### config.mk
export PLATFORM = sky130hd
export DESIGN_NAME = reg_rename
export DESIGN_NICKNAME = d
export VERILOG_FILES = /design/src/rtl/rn_pkg.sv /design/src/rtl/rn_map_table.sv /design/src/rtl/rn_free_pool.sv /design/src/rtl/reg_rename.sv
export SDC_FILE = /design/constraint.sdc
export NUM_CORES = 1
export LEC_CHECK = 0
export ABC_AREA = 1
export BUFFER_PORTS_ARGS = -buffer_cell sky130_fd_sc_hd__buf_2
export CAP_MARGIN = 20
export CORE_MARGIN = 2
export CORE_UTILIZATION = 45
export CTS_CLUSTER_SIZE = 12
export DETAILED_ROUTE_END_ITERATION = 8
export HOLD_SLACK_MARGIN = 0.08
export SLEW_MARGIN = 10
export SYNTH_ARGS = -nofsm -noshare
export SYNTH_HDL_FRONTEND = slang
export SYNTH_HIERARCHICAL = 1
export SYNTH_SLANG_ARGS = --single-unit
### constraint.sdc
create_clock -name clk -period 3 [get_ports clk]
set_input_delay 0 -clock clk [delete_from_list [all_inputs] [get_ports clk]]
set_output_delay 0 -clock clk [all_outputs]
set_load 0.03 [all_outputs]
### src/rtl/rn_pkg.sv
package rn_pkg;
    parameter int ARCH_REGS = 8;
    parameter int PHYS_REGS = 16;

    localparam int AW         = $clog2(ARCH_REGS);
    localparam int PW         = $clog2(PHYS_REGS);
    localparam int SPARE_TAGS = PHYS_REGS - ARCH_REGS;

    typedef enum logic [1:0] {
        POOL_EMPTY   = 2'd0,
        POOL_PARTIAL = 2'd1,
        POOL_FULL    = 2'd2
    } pool_state_e;
endpackage

### src/rtl/rn_map_table.sv
module rn_map_table #(
    parameter int NREG = 8,
    parameter int AW   = 3,
    parameter int PW   = 4
) (
    input  logic          clk,
    input  logic          rst_n,
    input  logic [AW-1:0] rd_a,
    input  logic [AW-1:0] rd_b,
    input  logic [AW-1:0] rd_c,
    output logic [PW-1:0] tag_a,
    output logic [PW-1:0] tag_b,
    output logic [PW-1:0] tag_c,
    input  logic          wr_en,
    input  logic [AW-1:0] wr_reg,
    input  logic [PW-1:0] wr_tag
);
    logic [PW-1:0] binding [NREG];

    always_ff @(posedge clk) begin
        if (!rst_n) begin
            for (int i = 0; i < NREG; i++) begin
                binding[i] <= PW'(i);
            end
        end else if (wr_en) begin
            binding[wr_reg] <= wr_tag;
        end
    end

    // Reads see the table before this cycle's write lands.
    assign tag_a = binding[rd_a];
    assign tag_b = binding[rd_b];
    assign tag_c = binding[rd_c];
endmodule

### src/rtl/rn_free_pool.sv
module rn_free_pool
    import rn_pkg::*;
#(
    parameter int PW    = 4,
    parameter int DEPTH = 8,
    parameter int FIRST = 8
) (
    input  logic          clk,
    input  logic          rst_n,
    input  logic          take,
    input  logic          give,
    input  logic [PW-1:0] give_tag,
    output logic [PW-1:0] head_tag,
    output logic          avail
);
    localparam int IW = (DEPTH > 1) ? $clog2(DEPTH) : 1;
    localparam int LW = $clog2(DEPTH + 1);

    pool_state_e   state, state_nx;
    logic [PW-1:0] slots [DEPTH];
    logic [IW-1:0] rd_ptr, wr_ptr;
    logic [LW-1:0] level;
    logic          do_take, do_give;

    function automatic logic [IW-1:0] bump(input logic [IW-1:0] p);
        return (p == IW'(DEPTH - 1)) ? '0 : p + 1'b1;
    endfunction

    assign do_take = take && (state != POOL_EMPTY);
    assign do_give = give && ((state != POOL_FULL) || do_take);

    // State register
    always_ff @(posedge clk) begin
        if (!rst_n) begin
            state <= POOL_FULL;
        end else begin
            state <= state_nx;
        end
    end

    // Transitions
    always_comb begin
        state_nx = state;
        unique case (state)
            POOL_EMPTY: begin
                if (do_give) state_nx = (DEPTH == 1) ? POOL_FULL : POOL_PARTIAL;   // refill_first
            end
            POOL_PARTIAL: begin
                if (do_take && !do_give && level == LW'(1))
                    state_nx = POOL_EMPTY;                                       // take_last
                else if (do_give && !do_take && level == LW'(DEPTH - 1))
                    state_nx = POOL_FULL;                                        // return_last
            end
            POOL_FULL: begin
                if (do_take && !do_give) state_nx = (DEPTH == 1) ? POOL_EMPTY : POOL_PARTIAL; // take_first
            end
            default: state_nx = POOL_FULL;
        endcase
    end

    // Outputs
    always_comb begin
        avail    = (state != POOL_EMPTY);
        head_tag = slots[rd_ptr];
    end

    // Storage and pointers
    always_ff @(posedge clk) begin
        if (!rst_n) begin
            for (int k = 0; k < DEPTH; k++) begin
                slots[k] <= PW'(FIRST + k);
            end
            rd_ptr <= '0;
            wr_ptr <= '0;
            level  <= LW'(DEPTH);
        end else begin
            if (do_give) begin
                slots[wr_ptr] <= give_tag;
                wr_ptr        <= bump(wr_ptr);
            end
            if (do_take) begin
                rd_ptr <= bump(rd_ptr);
            end
            if (do_give && !do_take) level <= level + 1'b1;
            else if (do_take && !do_give) level <= level - 1'b1;
        end
    end
endmodule

### src/rtl/reg_rename.sv
module reg_rename
    import rn_pkg::*;
#(
    parameter int NARCH = ARCH_REGS,
    parameter int NPHYS = PHYS_REGS
) (
    input  logic                       clk,
    input  logic                       rst_n,
    input  logic                       in_valid,
    input  logic [$clog2(NARCH)-1:0]   in_src_a,
    input  logic [$clog2(NARCH)-1:0]   in_src_b,
    input  logic                       in_dst_en,
    input  logic [$clog2(NARCH)-1:0]   in_dst,
    output logic                       rename_ready,
    output logic [$clog2(NPHYS)-1:0]   out_src_a,
    output logic [$clog2(NPHYS)-1:0]   out_src_b,
    output logic [$clog2(NPHYS)-1:0]   out_dst,
    output logic [$clog2(NPHYS)-1:0]   out_prev,
    input  logic                       rel_valid,
    input  logic [$clog2(NPHYS)-1:0]   rel_tag
);
    localparam int LAW = $clog2(NARCH);
    localparam int LPW = $clog2(NPHYS);

    logic           needs_tag, pool_avail, alloc;
    logic [LPW-1:0] head_tag, cur_dst_tag;

    assign needs_tag    = in_dst_en && (in_dst != '0);
    assign rename_ready = pool_avail;
    assign alloc        = in_valid && pool_avail && needs_tag;

    rn_map_table #(.NREG(NARCH), .AW(LAW), .PW(LPW)) u_map (
        .clk    (clk),
        .rst_n  (rst_n),
        .rd_a   (in_src_a),
        .rd_b   (in_src_b),
        .rd_c   (in_dst),
        .tag_a  (out_src_a),
        .tag_b  (out_src_b),
        .tag_c  (cur_dst_tag),
        .wr_en  (alloc),
        .wr_reg (in_dst),
        .wr_tag (head_tag)
    );

    rn_free_pool #(.PW(LPW), .DEPTH(NPHYS - NARCH), .FIRST(NARCH)) u_pool (
        .clk      (clk),
        .rst_n    (rst_n),
        .take     (alloc),
        .give     (rel_valid),
        .give_tag (rel_tag),
        .head_tag (head_tag),
        .avail    (pool_avail)
    );

    assign out_dst  = needs_tag ? head_tag    : '0;
    assign out_prev = needs_tag ? cur_dst_tag : '0;
endmodule

---- Yosys cells after proc, flatten, opt, wreduce, memory -nomap -nowiden ----
Memory sizes are Yosys's and may differ from the RTL's. A register that Yosys moved wholly into a read port is not among the register bits.
Index checks and enable logic that the tools add are counted.
word-level totals
  logic and storage cells ................. 65
  bits in registers ....................... 12
  bits in writable memories ............... 64
  input port bits ......................... 18
  memories ................................ 2
  output and inout bits ................... 17
operators by class
  muxes and demuxes ....................... 26
  $add $sub $neg .......................... 4
  reductions and logical operators ........ 19
  equal/unequal tests ..................... 10
memory list
  name           depth  bits a word  rd ports  clocked after memory_dff  write ports  RTL line            source
  u_map.binding  8      4            3         0                         8            rn_map_table.sv:18  logic [PW-1:0] binding [NREG];
  u_pool.slots   8      4            1         1                         8            rn_free_pool.sv:20  logic [PW-1:0] slots [DEPTH];
operator list
  cell                 count
  $mux 4               6
  $mux 3               6
  $logic_and 1x1->1    9
  $mux 1               9
  $mux 2               4
  $reduce_or 4->1      2
  $add 3x1->3 const B  2
  $eq 3x3->1 const B   2
  $pmux 2 s3           1
  $add 4x1->4 const B  1
  $eq 4x1->1 const B   1
  $eq 4x3->1 const B   1
  $ne 2x1->1 const B   2
  $reduce_bool 2->1    2
  $sub 4x1->4 const B  1
  $ne 3x1->1 const B   1
  $reduce_and 3->1     1
  $reduce_bool 3->1    1
  $eq 2x1->1 const B   1
  $eq 2x2->1 const B   1
  $logic_not 1->1      2
  $logic_not 2->1      1
  $ne 2x2->1 const B   1
  $logic_or 1x1->1     1

---- Longest topological paths before layout ----
  depth in word-level cells ............... 11
  mapped depth ............................ 15
  gate-level depth less buffers ........... 15

---- Modules after synthesis ----
The synthesis kept the hierarchy.
by module, submodules not included
  module        cells an instance  times used  area an instance (µm²)  seq. area each (µm²)
  rn_free_pool  281                1           2481.1                  1261.2
  rn_map_table  357                1           2319.7                  960.9
  reg_rename    22                 1           90.1                    0.0

---- Worst setup path after synthesis ----
No wires, ideal clock.
  path kind ............................... register to register
  from .................................... register u_pool.state[1]
  to ...................................... register u_pool.level[3]
  clock period less this slack ............ 2138 ps
  setup time .............................. 121 ps
  cell stages (with the launch flop) ...... 15
  path slack .............................. 862 ps
  data arrival time ....................... 2016 ps
  path buffers ............................ 0
  required time ........................... 2879 ps
  cell sequence ........................... dfxtp_1 nor2_2 inv_1 nand2_1 nor2_1 inv_1 nand3_4 nand2_8 inv_8 ha_1 nand2_1 o21ai_0 nand3_1 nand2_1 nand3_1
on the way
  longest elaborated chain between the ends .. 9
  elaborated cells on any way between the ends .. 13
  classes of those cells .................. eq/ne: 1; mux: 1; reduce/logical: 11
ends and longest elaborated chain
  what                                RTL line            source
  start: declaration                  rn_free_pool.sv:19  pool_state_e state, state_nx;
  start signal: assignment            rn_free_pool.sv:37  state <= state_nx;
  $reduce_bool 2->1 (*)               rn_free_pool.sv:63  avail = (state != POOL_EMPTY);
  net rename_ready                    reg_rename.sv:14    output logic rename_ready,
  $logic_and 1x1->1 (*) (2 in a row)  reg_rename.sv:30    assign alloc = in_valid && pool_avail && needs_tag;
  net alloc                           reg_rename.sv:25    logic needs_tag, pool_avail, alloc;
  $logic_and 1x1->1 (*)               rn_free_pool.sv:29  assign do_take = take && (state != POOL_EMPTY);
  $logic_or 1x1->1 (*)                rn_free_pool.sv:30  assign do_give = give && ((state != POOL_FULL) || do_take);
  $logic_and 1x1->1 (*)               rn_free_pool.sv:30
  net u_pool.do_give                  rn_free_pool.sv:23  logic do_take, do_give;
  $logic_not 1->1                     rn_free_pool.sv:85  else if (do_take && !do_give) level <= level - 1'b1;
  $logic_and 1x1->1                   rn_free_pool.sv:85
  $reduce_bool 2->1 (no line)         -
  end signal: assignment              rn_free_pool.sv:75  level <= LW'(DEPTH);
  end signal: assignment              rn_free_pool.sv:84  if (do_give && !do_take) level <= level + 1'b1;
  end signal: assignment              rn_free_pool.sv:85
  end: declaration                    rn_free_pool.sv:22  logic [LW-1:0] level;
Mark *: on every way through the listed nets, which the timed path passes. The rest lies on a longest branch.
A chain may end at the register's enable or synchronous reset.

---- Worst setup path in the final report ----
  from .................................... register u_pool.state[1]
  to ...................................... register u_pool.level[2]
on the way
  longest elaborated chain between the ends .. 9
  elaborated cells on any way between the ends .. 13
  classes of those cells .................. eq/ne: 1; mux: 1; reduce/logical: 11
ends and longest elaborated chain
  what                                RTL line
  $reduce_bool 2->1 (*)               rn_free_pool.sv:63
  $logic_and 1x1->1 (*) (2 in a row)  reg_rename.sv:30
  net alloc                           reg_rename.sv:25
  $logic_and 1x1->1 (*)               rn_free_pool.sv:29
  $logic_or 1x1->1 (*)                rn_free_pool.sv:30
  $logic_and 1x1->1 (*)               rn_free_pool.sv:30
  net u_pool.do_give                  rn_free_pool.sv:23
  $logic_not 1->1                     rn_free_pool.sv:85
  $logic_and 1x1->1                   rn_free_pool.sv:85
  $reduce_bool 2->1 (no line)         -
Marks and branches as above.

==> flow_metrics.env <==
export IMPL_yosysTopAreaCellShare_pct=39.3
export IMPL_cts_tree="built"
export IMPL_maximum_number_of_pins_on_one_net_before_global_route_repair=30
export IMPL_layout_commonest_cell="sky130_fd_sc_hd__nand2_1"
export IMPL_worstPathArrival_ps=2510
export IMPL_dr_first_iter_drc_count=245
export IMPL_worst_slew_margin_rel_pct=60.0
export IMPL_final_setup_skew_ps=7.72
export IMPL_io_buffer_count=34
export IMPL_power_share_clock_pct=31.3
export IMPL_maxClockFrequency_ghz=0.440
export IMPL_grt_pass1_vias=4002
export IMPL_setup_worst_path_start_class="flop"
export IMPL_max_cap_viol_count=0
export IMPL_internal_power_uw=2020
export IMPL_worst_hold_path_type="input pin to flop"
export IMPL_drt_first_pass_iters=4
export IMPL_die_y_um=108
export IMPL_io_pins=35
export IMPL_drt_wl_total_mm=12.1
export IMPL_power_density_nw_per_um2=554
export IMPL_timing_hold_ws_ps=124
export IMPL_rows=38
export IMPL_place_gp_congestion=0.869
export IMPL_die_area_um2=11700
export IMPL_filler_cell_count=1098
export IMPL_netSwitchingPower_uw=960
export IMPL_antenna_diode_count=0
export IMPL_syn2layout_area_growth_pct=9.82
export IMPL_post_cts_setup_buffer_count=0
export IMPL_final_hold_viol_count=0
export IMPL_synth_net_count=687
export IMPL_synth_top_cells_by_area="sky130_fd_sc_hd__edfxtp_1 39%, sky130_fd_sc_hd__nand2_1 19%, sky130_fd_sc_hd__inv_1 6.5%"
export IMPL_netSwitchingFraction_pct=32.3
export IMPL_share_of_cells_above_drive_strength_1_pct=12.4
export IMPL_post_cts_resized=0
export IMPL_floorplan_core_area_um2=10700
export IMPL_antenna_found_initial=0
export IMPL_maximum_clock_path_buffer_count=2
export IMPL_setup_viol=0
export IMPL_path_max_fanout=9
export IMPL_die_width_um=108
export IMPL_placedCellCount=815
export IMPL_synth_area_um2=4890
export IMPL_seq_power_share_pct=44.8
export IMPL_r2r_start="u_pool/state[1]"
export IMPL_outcome="finished, final reports clean"
export IMPL_globalRouteTotalUtil_pct=22.1
export IMPL_layoutNonFillerInstCount=835
export IMPL_tritoncts_num_sinks=79
export IMPL_overflow=0
export IMPL_crit_path_end_kind="flop"
export IMPL_routed_via_count=4148
export IMPL_layout_area_seq_um2=2220
export IMPL_report_power_total_uw=2980
export IMPL_grt_first_pass_wirelength_mm=19.8
export IMPL_drc=0
export IMPL_cts_bufs_inserted=9
export IMPL_layout_worst_path_cycle_share_pct=75.7
export IMPL_post_synth_top_area_cell="sky130_fd_sc_hd__edfxtp_1"
export IMPL_fin_util_pct=50.2
export IMPL_postSynthAreaPerCell_um2=7.41
export IMPL_htreeDepth=3
export IMPL_tightestPinTransition_ps=599
export IMPL_grt_setup_unrepaired="no"
export IMPL_finalSetupTns_ps=0
export IMPL_p_leak_uw=0.00253
export IMPL_ys_warn_count=6
export IMPL_yosysSeqAreaShare_pct=45.4
export IMPL_clock_insertion_delay_worst_skew_ps=350
export IMPL_postSynthRegisterBits=79
export IMPL_wl_per_cell_um=14.5
export IMPL_finalMaxSlewViolations=0
export IMPL_cts_hold_buffers=4
export IMPL_initial_utilization_pct=45.7
export IMPL_layout_nets=717
export IMPL_critPathRequiredTime_ps=3240
export IMPL_irDropWorstVdd_mv=0.338
export IMPL_synthCells=660
export IMPL_power_frac_comb_pct=23.9
export IMPL_drt_antenna_violating_nets=0
export IMPL_layout_cells_most_common_list="248 x sky130_fd_sc_hd__nand2_1, 85 x sky130_fd_sc_hd__inv_1, 84 x sky130_fd_sc_hd__nor2_1"
export IMPL_multi_input_comb_area_um2=2150
export IMPL_worst_setup_path_startpoint="u_pool/state[1]"
export IMPL_clkTransAtPathRegs_ps=70
export IMPL_drt_vias_per_instance=4.97
export IMPL_worstHoldStart="rel_valid"
export IMPL_post_dp_hpwl_mm=9.21
export IMPL_yosys_cell_types_count=30
export IMPL_cts_root_buf="sky130_fd_sc_hd__clkbuf_8"
export IMPL_criticalPathCategory="flop to flop"
export IMPL_timing_final_crit_period_ps=2270
==> synthesized netlist by cell type <==
cell type,number
sky130_fd_sc_hd__nor2_8,1
sky130_fd_sc_hd__inv_8,1
sky130_fd_sc_hd__xnor2_1,1
sky130_fd_sc_hd__o21ai_0,21
sky130_fd_sc_hd__nor2_2,4
sky130_fd_sc_hd__nor2_4,4
sky130_fd_sc_hd__nand2_8,1
sky130_fd_sc_hd__o21ai_1,5
sky130_fd_sc_hd__o211ai_1,5
sky130_fd_sc_hd__ha_1,9
sky130_fd_sc_hd__a21oi_1,5
sky130_fd_sc_hd__nand3_4,5
sky130_fd_sc_hd__nor3_1,2
sky130_fd_sc_hd__nand2_4,1
sky130_fd_sc_hd__dfxtp_1,15
sky130_fd_sc_hd__nand2_2,4
sky130_fd_sc_hd__inv_1,85
sky130_fd_sc_hd__nand3_2,2
sky130_fd_sc_hd__edfxtp_1,64
sky130_fd_sc_hd__nand3_1,56
sky130_fd_sc_hd__clkbuf_1,1
sky130_fd_sc_hd__buf_6,6
sky130_fd_sc_hd__buf_2,8
sky130_fd_sc_hd__nor2_1,84
sky130_fd_sc_hd__nand2_1,248
sky130_fd_sc_hd__nand4_1,2
sky130_fd_sc_hd__nor3_2,2
sky130_fd_sc_hd__nand3b_1,2
sky130_fd_sc_hd__inv_2,12
sky130_fd_sc_hd__buf_4,4
==> flip-flops by register name, indices dropped and copies added (netlist names), named ones only <==
register and count:
u_pool/slots 32, u_pool/rd_ptr 3, u_pool/wr_ptr 3, u_map/binding 32, u_pool/state 2, u_pool/level 4
==> layout make-up <==
class | count | share of cell area (%)
inverter | 98 | 6.99
clock buffer | 10 | 2.38
multi-input combinational | 464 | 40.1
tap | 140 | 3.26
clock inverter | 6 | 2.03
timing repair buffer | 38 | 3.91
sequential | 79 | 41.4
==> worst max-delay path, stage by stage (launching register included) <==
cell and delay, ps:
sky130_fd_sc_hd__dfxtp_1 490, sky130_fd_sc_hd__nor2_2 120, sky130_fd_sc_hd__inv_1 80, sky130_fd_sc_hd__nand2_1 60
sky130_fd_sc_hd__nor2_1 200, sky130_fd_sc_hd__inv_1 150, sky130_fd_sc_hd__nand3_4 140, sky130_fd_sc_hd__nand2_8 100
sky130_fd_sc_hd__inv_8 110, sky130_fd_sc_hd__ha_1 250, sky130_fd_sc_hd__nand2_1 100, sky130_fd_sc_hd__o21ai_0 130
sky130_fd_sc_hd__nand3_1 110, sky130_fd_sc_hd__nand2_1 70, sky130_fd_sc_hd__nor2_1 50
==> per-stage QoR <==
stage / instance area (um^2) / worst slack (ps)
3_3_place_gp: 5090 / 801
6_report: 5370 / 728
3_5_place_dp: 5090 / 724
4_1_cts: 5370 / 691
2_1_floorplan: 4890 / 862
5_1_grt: 5370 / 480
==> final timing paths <==
kind / end / slack (ps) / cells past startpoint
hold / removal: u_pool/state[0] / 120 / 5
hold reg to reg: flop / 500 / 2
setup reg to reg: u_pool/level[2] / 730 / 14
setup / recovery: u_pool/level[2] / 730 / 14
==> layer usage <==
layer / global-route usage (%) / up-vias / routed length [um]
li1: - / 2126 / -
met2: 39.8 / 86 / 6220
met4: 11.4 / 0 / 516
met5: 0 / - / 0
met3: 4.16 / 24 / 427
met1: 24.9 / 1912 / 4930
==> power groups by stage <==
stage	combinational [uW]	sequential (uW)	clock (uW)
global placement	691	1360	0
global route	811	1350	1000
detailed placement	712	1360	0
finish	712	1330	930
CTS	718	1330	957
floorplan	559	1330	0
==> kinds of logic after synthesis <==
logic type | after synthesis | synth area share [%]
simple gates | 418 | 37.6
buf+inv | 117 | 10.6
flops | 79 | 45.4
compound gates | 36 | 3.94
fa+ha+maj | 9 | 2.30
xor+xnor | 1 | 0.179
No activity file was read; power rests on OpenSTA's default activity.
